==> config.mk <==
export PLATFORM = sky130hd
export DESIGN_NAME = irq_swizzle
export DESIGN_NICKNAME = d
export VERILOG_FILES = /design/src/rtl/irqswz_pkg.sv /design/src/rtl/irqswz_ctrl.sv /design/src/rtl/irqswz_route.sv /design/src/rtl/irq_swizzle.sv
export SDC_FILE = /design/constraint.sdc
export NUM_CORES = 1
export LEC_CHECK = 0
export ABC_AREA = 1
export BUFFER_PORTS_ARGS = -buffer_cell sky130_fd_sc_hd__buf_2
export CAP_MARGIN = 20
export CELL_PAD_IN_SITES_DETAIL_PLACEMENT = 1
export CELL_PAD_IN_SITES_GLOBAL_PLACEMENT = 1
export CORE_MARGIN = 4
export CORE_UTILIZATION = 20
export DETAILED_ROUTE_END_ITERATION = 7
export PLACE_DENSITY_LB_ADDON = 0.1
export SLEW_MARGIN = 20
export SYNTH_ARGS = -nofsm -noshare
export SYNTH_HDL_FRONTEND = slang
export SYNTH_SLANG_ARGS = --single-unit
export TNS_END_PERCENT = 30
==> constraint.sdc <==
create_clock -name clk -period 2 [get_ports clk]
set_clock_uncertainty 0.15 [all_clocks]
set_input_delay 0.3 -clock clk [delete_from_list [all_inputs] [get_ports clk]]
set_output_delay 0.3 -clock clk [all_outputs]
set_load 0.01 [all_outputs]
==> src/rtl/irqswz_pkg.sv <==
package irqswz_pkg;

  localparam int NUM_LINES = 4;
  localparam int PIN_W     = 2;

  typedef enum logic [1:0] {
    MODE_ASSUME = 2'd0,
    MODE_LEGACY = 2'd1,
    MODE_FORCED = 2'd2
  } routeMode_t;

  typedef struct packed {
    logic identityMap;
    logic lockLegacy;
    logic lockForced;
  } routeCtrl_t;

endpackage

==> src/rtl/irqswz_ctrl.sv <==
module irqswz_ctrl
  import irqswz_pkg::*;
#(
  parameter int VARIANT = 0,
  parameter int ADDR_W = 24,
  parameter int DATA_W = 8,
  parameter int SLOT_W = 5,
  parameter logic [7:0] LINE_OFFSET = 8'h3C,
  parameter logic [DATA_W-1:0] LEGACY_LINE = 27
) (
  input  logic              clk,
  input  logic              rstN,
  input  logic              cfgWrEn,
  input  logic [ADDR_W-1:0] cfgAddr,
  input  logic [DATA_W-1:0] cfgData,
  output routeCtrl_t        ctrl
);

  localparam int DEVFN_LSB = 8;
  localparam int SLOT_LSB  = DEVFN_LSB + 3;
  localparam logic [1:0] SAME_RESIDUE = 2'd2;

  routeMode_t mode;
  logic [SLOT_W-1:0] wrSlot;
  logic lineHit;
  logic slotDiffers;
  logic decide;

  assign wrSlot      = cfgAddr[SLOT_LSB +: SLOT_W];
  assign lineHit     = cfgWrEn && (cfgAddr[7:0] == LINE_OFFSET);
  assign slotDiffers = (wrSlot[1:0] != SAME_RESIDUE);
  assign decide      = (VARIANT == 0) && lineHit && slotDiffers && (mode == MODE_ASSUME);

  always_comb begin
    ctrl.lockLegacy  = decide && (cfgData == LEGACY_LINE);
    ctrl.lockForced  = decide && (cfgData != LEGACY_LINE);
    ctrl.identityMap = (mode == MODE_LEGACY);
  end

  always_ff @(posedge clk) begin
    if (!rstN) begin
      mode <= MODE_ASSUME;
    end else if (ctrl.lockLegacy) begin
      mode <= MODE_LEGACY;
    end else if (ctrl.lockForced) begin
      mode <= MODE_FORCED;
    end
  end

  AST_MODE_STICKY: assert property (@(posedge clk) disable iff (!rstN)
    (mode != MODE_ASSUME) |=> (mode == $past(mode)));

  AST_LEGACY_ENTRY: assert property (@(posedge clk) disable iff (!rstN)
    ((VARIANT == 0) && cfgWrEn && (cfgAddr[7:0] == LINE_OFFSET)
     && (cfgAddr[SLOT_LSB +: 2] != SAME_RESIDUE) && (cfgData == LEGACY_LINE)
     && (mode == MODE_ASSUME)) |=> ctrl.identityMap);

  AST_NO_DECISION: assert property (@(posedge clk) disable iff (!rstN)
    ((mode == MODE_ASSUME) && !(cfgWrEn && (cfgAddr[7:0] == LINE_OFFSET)))
    |=> (mode == MODE_ASSUME));

  generate
    if (VARIANT != 0) begin : g_fixedMode
      AST_VARIANT_FIXED: assert property (@(posedge clk) disable iff (!rstN)
        cfgWrEn |=> (mode == MODE_ASSUME));
    end
  endgenerate

endmodule

==> src/rtl/irqswz_route.sv <==
module irqswz_route
  import irqswz_pkg::*;
#(
  parameter int NUM_DEV = 4,
  parameter int VARIANT = 0,
  parameter int SLOT_W = 5
) (
  input  logic                        clk,
  input  logic                        rstN,
  input  routeCtrl_t                  ctrl,
  input  logic [NUM_DEV-1:0]          devReq,
  input  logic [NUM_DEV*SLOT_W-1:0]   devSlot,
  input  logic [NUM_DEV*PIN_W-1:0]    devPin,
  output logic [NUM_LINES-1:0]        irqLines
);

  localparam logic [1:0] ROT_OFFSET = (VARIANT == 0) ? 2'd2 : 2'd3;

  logic [NUM_LINES-1:0] hitVec [NUM_DEV];

  generate
    for (genvar d = 0; d < NUM_DEV; d++) begin : g_dev
      logic [1:0] pinNum;
      logic [1:0] slotLow;
      logic [1:0] rotTarget;
      logic [1:0] target;

      assign pinNum    = devPin[d*PIN_W +: PIN_W];
      assign slotLow   = devSlot[d*SLOT_W +: 2];
      assign rotTarget = slotLow + pinNum + ROT_OFFSET;
      assign target    = ctrl.identityMap ? pinNum : rotTarget;
      assign hitVec[d] = devReq[d] ? (NUM_LINES'(1) << target) : '0;

      AST_IDENTITY_ROUTE: assert property (@(posedge clk) disable iff (!rstN)
        (ctrl.identityMap && devReq[d]) |-> irqLines[devPin[d*PIN_W +: PIN_W]]);
    end
  endgenerate

  always_comb begin
    irqLines = '0;
    for (int d = 0; d < NUM_DEV; d++) begin
      irqLines = irqLines | hitVec[d];
    end
  end

  AST_QUIET_LINES: assert property (@(posedge clk) disable iff (!rstN)
    (devReq == '0) |-> (irqLines == '0));

endmodule

==> src/rtl/irq_swizzle.sv <==
module irq_swizzle
  import irqswz_pkg::*;
#(
  parameter int NUM_DEV = 4,
  parameter int VARIANT = 0,
  parameter int ADDR_W = 24,
  parameter int DATA_W = 8,
  parameter int SLOT_W = 5
) (
  input  logic                      clk,
  input  logic                      rstN,
  input  logic                      cfgWrEn,
  input  logic [ADDR_W-1:0]         cfgAddr,
  input  logic [DATA_W-1:0]         cfgData,
  input  logic [NUM_DEV-1:0]        devReq,
  input  logic [NUM_DEV*SLOT_W-1:0] devSlot,
  input  logic [NUM_DEV*2-1:0]      devPin,
  output logic                      cfgWrEnOut,
  output logic [ADDR_W-1:0]         cfgAddrOut,
  output logic [DATA_W-1:0]         cfgDataOut,
  output logic [3:0]                irqOut
);

  routeCtrl_t ctrl;

  assign cfgWrEnOut = cfgWrEn;
  assign cfgAddrOut = cfgAddr;
  assign cfgDataOut = cfgData;

  irqswz_ctrl #(
    .VARIANT(VARIANT),
    .ADDR_W(ADDR_W),
    .DATA_W(DATA_W),
    .SLOT_W(SLOT_W)
  ) u_ctrl (
    .clk(clk),
    .rstN(rstN),
    .cfgWrEn(cfgWrEn),
    .cfgAddr(cfgAddr),
    .cfgData(cfgData),
    .ctrl(ctrl)
  );

  irqswz_route #(
    .NUM_DEV(NUM_DEV),
    .VARIANT(VARIANT),
    .SLOT_W(SLOT_W)
  ) u_route (
    .clk(clk),
    .rstN(rstN),
    .ctrl(ctrl),
    .devReq(devReq),
    .devSlot(devSlot),
    .devPin(devPin),
    .irqLines(irqOut)
  );

endmodule

**Word level (Yosys, flattened, before mapping)**

Cells that the tools add are included.

- Memory bits (read-only): 0
- Flip-flop bits (word level): 2
- Memories kept: 0
- RAM bits: 0
- Output and inout bits: 37
- Latch bits: 0
- Logic and storage cells: 41

- Reductions and logical operators: 8
- Divide/modulo/power cells: 0
- Eq/ne operators: 5
- Bitwise gates (word level): 4
- Magnitude comparators: 0
- Multipliers: 0
- Shifts and indexed selects: 4
- Mux-type cells: 10
- Add/sub/neg operators: 8

Operator list:

| kind | count |
|---|---|
| $mux W4 | 4 |
| $shl A1 B2 Y4 const A | 4 |
| $or A4 B4 Y4 | 3 |
| $add A2 B2 Y2 | 4 |
| $add A2 B2 Y2 const B | 4 |
| $eq A8 B5 Y1 const B | 1 |
| $eq A8 B6 Y1 const B | 1 |
| $mux W2 | 4 |
| $ne A8 B5 Y1 const B | 1 |
| $logic_and A1 B1 Y1 | 5 |
| $eq A2 B1 Y1 const B | 1 |
| $logic_not A2 Y1 | 1 |
| $mux W1 | 2 |
| $ne A2 B2 Y1 const B | 1 |
| $reduce_bool A2 Y1 | 1 |
| $reduce_or A2 Y1 | 1 |
| $not A1 Y1 | 1 |

**Longest topological paths before layout**

Gate-level depths: netlist of run 1.

- Word-level depth: 8
- Mapped depth: 10

**Cells and area by module**

Synthesis of run 1 repeated with hierarchy kept, for this count alone.

- Cells, all modules: 173
- Area total of the unflattened synthesis: 947.2 µm²

Modules (own cells, without submodules):

| module | area an instance (µm²) | times used | cells an instance | sequential area each (µm²) |
|---|---|---|---|---|
| irqswz_route | 503.0 | 1 | 102 | 0.0 |
| irq_swizzle | 247.7 | 1 | 33 | 0.0 |
| irqswz_ctrl | 196.4 | 1 | 38 | 40.0 |

**Least setup slack after synthesis of run 1**

OpenSTA, ideal clock, no wires.

- Path type: input to output
- From: input port devSlot[10]
- To: output port irqOut[1]
- Path slack: 429 ps
- Data required time: 1550 ps
- Path buffers: 0
- Stages: 9
- Arrival time: 1121 ps
- Cells stage by stage: ha_1 inv_1 nand2_4 nand2_2 nor2_2 nand3_1 nand2_1 inv_1 nand2_1

- Longest elaborated chain between the ends: 7

RTL lines:

| item | line | source |
|---|---|---|
| from (decl) | irq_swizzle.sv:16 | `input logic [NUM_DEV*SLOT_W-1:0] devSlot,` |
| $add A2 B2 Y2 (2 in series) | irqswz_route.sv:30 | `assign rotTarget = slotLow + pinNum + ROT_OFFSET;` |
| $mux W2 | irqswz_route.sv:31 | `assign target = ctrl.identityMap ? pinNum : rotTarget;` |
| $shl A1 B2 Y4 | irqswz_route.sv:32 | `assign hitVec[d] = devReq[d] ? (NUM_LINES'(1) << target) : '0;` |
| $mux W4 | irqswz_route.sv:32 |  |
| $or A4 B4 Y4 (2 in series) | irqswz_route.sv:42 | `irqLines = irqLines \| hitVec[d];` |
| to (decl) | irq_swizzle.sv:21 | `output logic [3:0] irqOut` |

No other way between the ends.

**Worst setup path in the final report of run 1**

- From: register u_ctrl.mode[0]
- To: output port irqOut[1]

- Longest elaborated chain between the ends: 7
- Elaborated cells between the ends (all ways): 16
- Classes of those cells: eq/ne (1); shift (4); mux (8); bitwise (3)

RTL lines:

| item | line | source |
|---|---|---|
| from (decl) | irqswz_ctrl.sv:23 | `routeMode_t mode;` |
| from (signal assigned) | irqswz_ctrl.sv:42 | `mode <= MODE_ASSUME;` |
| from (signal assigned) | irqswz_ctrl.sv:44 | `mode <= MODE_LEGACY;` |
| from (signal assigned) | irqswz_ctrl.sv:46 | `mode <= MODE_FORCED;` |
| $eq A2 B1 Y1 * | irqswz_ctrl.sv:37 | `ctrl.identityMap = (mode == MODE_LEGACY);` |
| $mux W2 | irqswz_route.sv:31 |  |
| $shl A1 B2 Y4 | irqswz_route.sv:32 |  |
| $mux W4 | irqswz_route.sv:32 |  |
| $or A4 B4 Y4 (2 in series) | irqswz_route.sv:42 |  |
| $or A4 B4 Y4 * | irqswz_route.sv:42 |  |

Mark *: on every way between the ends. The rest lies on a longest branch, timed or not.

==> flow_metrics.env, run 1 <==
export IMPL_status="completed"
export IMPL_clockBufferDepth=2
export IMPL_yosys_warnings=0
export IMPL_vdd_drop_max_mv=0.172
export IMPL_synth_fp_nets=235
export IMPL_yosysTopAreaCell="buf_4"
export IMPL_hold_violations=0
export IMPL_crit_slowest_cell="dfxtp_2"
export IMPL_synth_avg_cell_area_um2=5.69
export IMPL_row_count=24
export IMPL_dieArea_mm2=0.00582
export IMPL_vias=1070
export IMPL_numPortBuffers=63
export IMPL_rsz0062_at_grt="yes"
export IMPL_synth_edf_count=0
export IMPL_final_setup_tns_ns=0
export IMPL_final_nets=274
export IMPL_drt_wl_total_mm=2.92
export IMPL_drt_first_pass_iters=2
export IMPL_ios=104
export IMPL_dp_hpwl_mm=2.62
export IMPL_netlist_instances=164
export IMPL_track_usage=0.0999
export IMPL_core_mm2=0.00444
export IMPL_synth_flop_cell="dfxtp_1"
export IMPL_p_sw_frac=0.369
export IMPL_htree_levels=1
export IMPL_setup_ws_ns=0.113
export IMPL_worstSetupPathType="reg -> out"
export IMPL_busiest_layer="met2"
export IMPL_top_regs="u_ctrl.mode: 2 flops"
export IMPL_synth_most_common_cell="nand2_1"
export IMPL_grt_pass1_vias=1223
export IMPL_power_frac_clock=0.371
export IMPL_critPathLaunchType="flop"
export IMPL_setup_viol=0
export IMPL_initialDrtViolationCount=15
export IMPL_pre_cts_slack_ns=0.0650
export IMPL_power_internal_w=0.000270
export IMPL_grt_overflow=0
export IMPL_die_w_um=76.3
export IMPL_antenna_found_initial=0
export IMPL_crit_required_ns=1.55
export IMPL_chipHeight_um=76.3
export IMPL_vias_per_cell=4.23
export IMPL_numCtsBuffers=3
export IMPL_pwr_share_comb=0.535
export IMPL_gp_congestion=0.709
export IMPL_powerDensity_mw_per_mm2=359
export IMPL_synth_seq_area_share=0.0429
export IMPL_max_slew_margin=0.882
export IMPL_period_share=0.943
export IMPL_ys_types=17
export IMPL_ctsRootBufferMaster="clkbuf_8"
export IMPL_ant_nets=0
export IMPL_timing_rr_start="u_ctrl.mode[0]$_SDFFE_PN0P_"
export IMPL_grt_max_degree=14
export IMPL_netlist_top_cells_count="nand2_1 (41), buf_4 (33), inv_1 (29)"
export IMPL_synth_cell_area_um2=933
export IMPL_cpLargestDelayFamily="flip-flops"
export IMPL_end_kind="output port"
export IMPL_synth_top_area_share=0.265
export IMPL_largest_reg_flops=2
export IMPL_drv_slew=0
export IMPL_holdWs_ns=0.182
export IMPL_cp_buffers_inverters=3
export IMPL_worstHoldPathType="in -> reg"
export IMPL_hold_path_startpoint="rstN"
export IMPL_drive_gt1_frac=0.473
export IMPL_antennaDiodeCount=0
export IMPL_synth_area_top_cells="buf_4 (27%), nand2_1 (16%), inv_1 (12%), nand3_1 (9.1%), nand2_4 (6.0%)"
export IMPL_worstPathCellList="buf_4 -> nand3_1 -> a21oi_2 -> nand3_1 -> nand2_1 -> inv_1 -> nand2_1 -> buf_2"
export IMPL_cap_violations=0
export IMPL_worst_ep_arrival_time_ns=1.44
export IMPL_regMostFlops="u_ctrl.mode"
export IMPL_tightest_slew_ns=0.176
export IMPL_setup_worst_path_start="u_ctrl.mode[0]$_SDFFE_PN0P_"
export IMPL_grt_util_met3=0.0213
export IMPL_syn2layout_area_growth_pct=27.9
export IMPL_use_met2=0.212
export IMPL_path_max_fanout=6
export IMPL_p_sw_w=0.000158
export IMPL_drc=0
export IMPL_synth_seq_cells=2
export IMPL_p_leak_nw=0.722
export IMPL_clk_latency_ns=0.21
export IMPL_grt_pass1_wl_mm=4.86
export IMPL_async_flop_share=0
export IMPL_cpPeakStageDelay_ns=0.37
export IMPL_cts_tree="yes"
export IMPL_holdBufCountCts=0
export IMPL_clkSinkCount=2
export IMPL_met1_usage=0.0903
export IMPL_max_clock_freq_mhz=530
export IMPL_path_clk_slew_ns=0.03
export IMPL_p_seq_frac=0.094
export IMPL_avgRoutedWirePerCell_um=11.5
export IMPL_period_needed_ns=1.89
export IMPL_start_util=0.210
==> worst register-to-register path, stage by stage (launching register included) <==
cell and delay [ns]:
dfxtp_2 0.34, buf_4 0.16, inv_1 0.07, nand4_1 0.09, nor2_1 0.13, nand2_1 0.09
a21boi_0 0.15
==> cell families (layout without fill, tap and decap cells) <==
family,Yosys count,in the layout,synth area share
AOI/OAI and AO/OA,4,4,0.0241
adders and majority gates,4,4,0.0536
buffers and inverters,64,101,0.398
DFF,2,2,0.0429
and+or+nand+nor,90,90,0.481
==> area by class of cell <==
| cell class | instances | area [um2] |
|---|---|---|
| Fill cell | 615 | 3250 |
| Tap cell | 52 | 65.1 |
| Timing Repair Buffer | 68 | 378 |
| Sequential cell | 2 | 42.5 |
| Clock buffer | 3 | 41.3 |
| Multi-Input combinational cell | 98 | 552 |
| Inverter | 30 | 115 |
==> power groups by stage <==
stage	sequential (W)	combinational [W]	clock [W]
4_1_cts	0.0000403	0.000233	0.000164
5_1_grt	0.0000403	0.000262	0.000170
3_5_place_dp	0.0000408	0.000232	0
6_report	0.0000403	0.000229	0.000159
3_3_place_gp	0.0000408	0.000224	0
2_1_floorplan	0.0000408	0.000185	0
==> repair_timing <==
item | 4_1_cts | 5_1_grt
setup buffers | 0 | 4
pin swaps | 0 | 9
hold endpoints to repair | 0 | 0
setup endpoints to repair | 4 | 4
resized for setup | 1 | 11
==> final timing paths <==
check,end,slack (ns),cells past startpoint
min reg2reg,u_ctrl.mode[1]$_SDFFE_PP0P_,0.36,2
max reg2reg,u_ctrl.mode[0]$_SDFFE_PN0P_,0.74,6
max,irqOut[1],0.11,8
min,u_ctrl.mode[1]$_SDFFE_PP0P_,0.18,3
==> stage by stage <==
stage / total power [W] / cells / utilization / area (um2)
after global placement: 0.000265 / 247 / 0.241 / 1070
final: 0.000428 / 253 / 0.269 / 1190
after CTS: 0.000437 / 250 / 0.251 / 1120
after detailed placement: 0.000272 / 247 / 0.241 / 1070
after floorplan: 0.000226 / 164 / - / 933
after global routing: 0.000472 / 253 / 0.269 / 1190
==> metal layers <==
metal,vias to the layer above,share of wire
li1,547,-
met1,478,0.33
met2,39,0.60
met3,6,0.068
met4,0,0.0086
met5,-,0
==> cell usage in the layout, fill, tap and decap left out <==
cell type | synthesis | routed
dfxtp_2 | 0 | 2
nand4_1 | 6 | 6
nor2_2 | 5 | 5
a21boi_0 | 1 | 1
buf_4 | 33 | 3
nand2_1 | 41 | 41
buf_2 | 0 | 63
nand2_4 | 5 | 5
buf_12 | 0 | 2
a21oi_2 | 0 | 3
nand3_2 | 1 | 2
nand3_1 | 17 | 16
nand2_8 | 0 | 1
nor2_1 | 8 | 8
nand3b_1 | 1 | 1
clkbuf_8 | 0 | 3
ha_1 | 4 | 4
inv_4 | 0 | 1
nand2_2 | 6 | 5
inv_1 | 29 | 29
Note: power is estimated with default switching activity, not from simulation.
==> run 2: changes to the inputs <==
- ABC_AREA: 1 -> unset
- CELL_PAD_IN_SITES_DETAIL_PLACEMENT: 1 -> 2
- CELL_PAD_IN_SITES_GLOBAL_PLACEMENT: 1 -> 2
- CORE_UTILIZATION: 20 -> 13
==> run 2 against run 1 <==
- the run now ends with setup timing left
- first-iteration DRC count is 47% lower
- critical path type unchanged
- utilization is 8.2 points lower
- critical endpoint is now irqOut[0]
- power is 0.65% lower
==> flow_metrics.env, run 2 <==
export IMPL_status="complete, but fails checks"
export IMPL_violations="setup timing"
export IMPL_power_internal_w=0.000285
export IMPL_clockBufferDepth=2
export IMPL_ctsRootBufferMaster="clkbuf_8"
export IMPL_ios=104
export IMPL_track_usage=0.0738
export IMPL_final_cell_mix="buf_2 (64), buf_4 (9), xor2_1 (5), inv_1 (5), nand4_1 (5)"
export IMPL_worstHoldPathType="in -> reg"
export IMPL_period_needed_ns=2.24
export IMPL_dp_hpwl_mm=2.58
export IMPL_grt_overflow=0
export IMPL_numCtsBuffers=3
export IMPL_r2r_slack_ns=0.45
export IMPL_synth_edf_count=0
export IMPL_worstPathCellList="nor2b_4 -> buf_2 -> o21a_1 -> or4_4 -> o2111ai_2 -> buf_2"
export IMPL_vias=849
export IMPL_gp_congestion=0.678
export IMPL_setup_viol=4
export IMPL_synth_avg_cell_area_um2=7.94
export IMPL_syn2layout_area_growth_pct=39.5
export IMPL_max_clock_freq_mhz=447
export IMPL_cap_violations=0
export IMPL_vdd_drop_max_mv=0.450
export IMPL_vias_per_cell=3.93
export IMPL_power_frac_clock=0.366
export IMPL_dieArea_mm2=0.00735
export IMPL_antenna_found_initial=0
export IMPL_final_common_cell="buf_2"
export IMPL_synth_cell_area_um2=786
export IMPL_start_util=0.134
export IMPL_finalNonFillerCells=216
export IMPL_holdWs_ns=0.172
export IMPL_layout_area_seq_um2=42.5
export IMPL_core_mm2=0.00589
export IMPL_drt_first_pass_iters=4
export IMPL_period_share=1.12
export IMPL_multi_input_area_um2=500
export IMPL_worst_ep_arrival_time_ns=1.79
export IMPL_htree_levels=1
export IMPL_netlist_instances=99
export IMPL_p_sw_frac=0.330
export IMPL_max_slew_margin=0.786
export IMPL_async_flop_share=0
export IMPL_p_seq_frac=0.095
export IMPL_synth_seq_cells=2
export IMPL_cp_common_cell="buf_2"
export IMPL_die_w_um=85.7
export IMPL_synth_flop_cell="dfxtp_1"
export IMPL_drive_gt1_frac=0.652
export IMPL_synth_area_top_cells="buf_4 (32%), ha_1 (6.4%), xor2_1 (5.6%), dfxtp_1 (5.1%), mux2_2 (4.3%)"
export IMPL_ys_types=27
export IMPL_tightest_slew_ns=0.320
export IMPL_drv_slew=0
export IMPL_rsz0062_at_grt="yes"
export IMPL_worstSetupPathType="reg -> out"
export IMPL_antennaDiodeCount=0
export IMPL_yosys_warnings=0
export IMPL_avgRoutedWirePerCell_um=13.0
export IMPL_crit_slowest_cell="or4_4"
export IMPL_cp_buffers_inverters=2
export IMPL_pre_cts_slack_ns=-0.249
export IMPL_cpLargestDelayFamily="simple AND/OR/NAND/NOR gates"
export IMPL_synth_top_area_share=0.315
export IMPL_largest_reg_flops=2
export IMPL_synth_seq_area_share=0.0510
export IMPL_initialDrtViolationCount=8
export IMPL_numPortBuffers=63
export IMPL_clk_latency_ns=0.21
export IMPL_path_clk_slew_ns=0.03
export IMPL_final_nets=214
export IMPL_regMostFlops="u_ctrl.mode"
export IMPL_top_regs="u_ctrl.mode: 2 flops"
export IMPL_end_kind="output port"
export IMPL_p_sw_w=0.000140
export IMPL_cpPeakStageDelay_ns=0.51
export IMPL_yosysTopAreaCell="buf_4"
export IMPL_final_setup_tns_ns=-0.611
export IMPL_p_leak_nw=0.540
export IMPL_grt_pass1_vias=996
export IMPL_path_max_fanout=6
export IMPL_netlist_top_cells_count="buf_4 (33), inv_1 (5), nand4_1 (5), xor2_1 (5)"
export IMPL_dp_cells=211
export IMPL_row_count=28
export IMPL_fillCellCount=719
export IMPL_grt_pass1_wl_mm=4.33
export IMPL_drt_wl_total_mm=2.82
export IMPL_ant_nets=0
export IMPL_cts_tree="yes"
export IMPL_grt_max_degree=11
export IMPL_synth_most_common_cell="buf_4"
export IMPL_clkSinkCount=2
export IMPL_setup_ws_ns=-0.238
export IMPL_pwr_share_comb=0.540
export IMPL_chipHeight_um=85.7
export IMPL_hold_violations=0
export IMPL_drc=0
export IMPL_critPathLaunchType="flop"
export IMPL_powerDensity_mw_per_mm2=388
export IMPL_synth_fp_nets=170
export IMPL_crit_required_ns=1.55
==> run 2: cell types whose count changed in the layout (fill, tap and decap cells not counted), sizes merged, moves of 4 or more <==
cell     delta
inv        -25
nand3      -18
o21a        +4
o2111ai     +4
nor2       -10
buf         +6
nand2      -51
xor2        +5
==> run 2: timing repair <==
action | in CTS | in global routing
pin swaps | 8 | 3
hold buffers | 0 | 0
setup endpoints to repair | 4 | 4
gates resized for setup | 11 | 2
gates cloned | 0 | 1
buffers inserted | 0 | 1
==> run 2: cell type report <==
class	instances	area share
timing repair buffer	74	0.364
sequential	2	0.0388
inverter	5	0.0171
clock buffer	3	0.0377
tap	75	0.0856
multi-input combinational	57	0.457
==> run 2: cells by family (layout without fill, tap and decap cells) <==
logic type / after synthesis / count (layout) / share of synthesized area
AO/OA/AOI/OAI: 18 / 18 / 0.182
XOR/XNOR: 6 / 6 / 0.0669
buffers and inverters: 40 / 82 / 0.368
adder cells (fa/ha/maj): 4 / 4 / 0.0637
multiplexers: 4 / 4 / 0.0557
flip-flops: 2 / 2 / 0.0510
AND/OR/NAND/NOR: 25 / 25 / 0.213
==> run 2: layer usage <==
layer	up-vias	share of wire	global-route usage
met2	37	0.57	0.154
li1	413	-	-
met4	0	0.0032	0.0144
met1	397	0.37	0.0687
met5	-	0	0
met3	2	0.064	0.0231
==> run 2: metrics by stage <==
step	cell area (um2)	utilization	total power, W
2_1_floorplan	786	-	0.000196
3_3_place_gp	992	0.169	0.000250
3_5_place_dp	992	0.169	0.000259
4_1_cts	1070	0.183	0.000433
5_1_grt	1100	0.186	0.000462
6_report	1100	0.186	0.000425
==> run 2: worst paths after layout <==
| path | start | depth (start not counted) | endpoint |
|---|---|---|---|
| max reg2reg | u_ctrl.mode[0]$_SDFFE_PN0P_ | 6 | u_ctrl.mode[1]$_SDFFE_PP0P_ |
| min | rstN | 2 | u_ctrl.mode[0]$_SDFFE_PN0P_ |
| max | u_ctrl.mode[0]$_SDFFE_PN0P_ | 6 | irqOut[0] |
| min reg2reg | u_ctrl.mode[1]$_SDFFE_PP0P_ | 3 | u_ctrl.mode[1]$_SDFFE_PP0P_ |
==> run 2: power by group through the flow <==
stage	combinational [W]	sequential (W)	clock [W]
final	0.000230	0.0000403	0.000156
after global routing	0.000256	0.0000403	0.000166
after CTS	0.000232	0.0000403	0.000161
after detailed placement	0.000218	0.0000408	0
after global placement	0.000209	0.0000408	0
after floorplan	0.000155	0.0000408	0
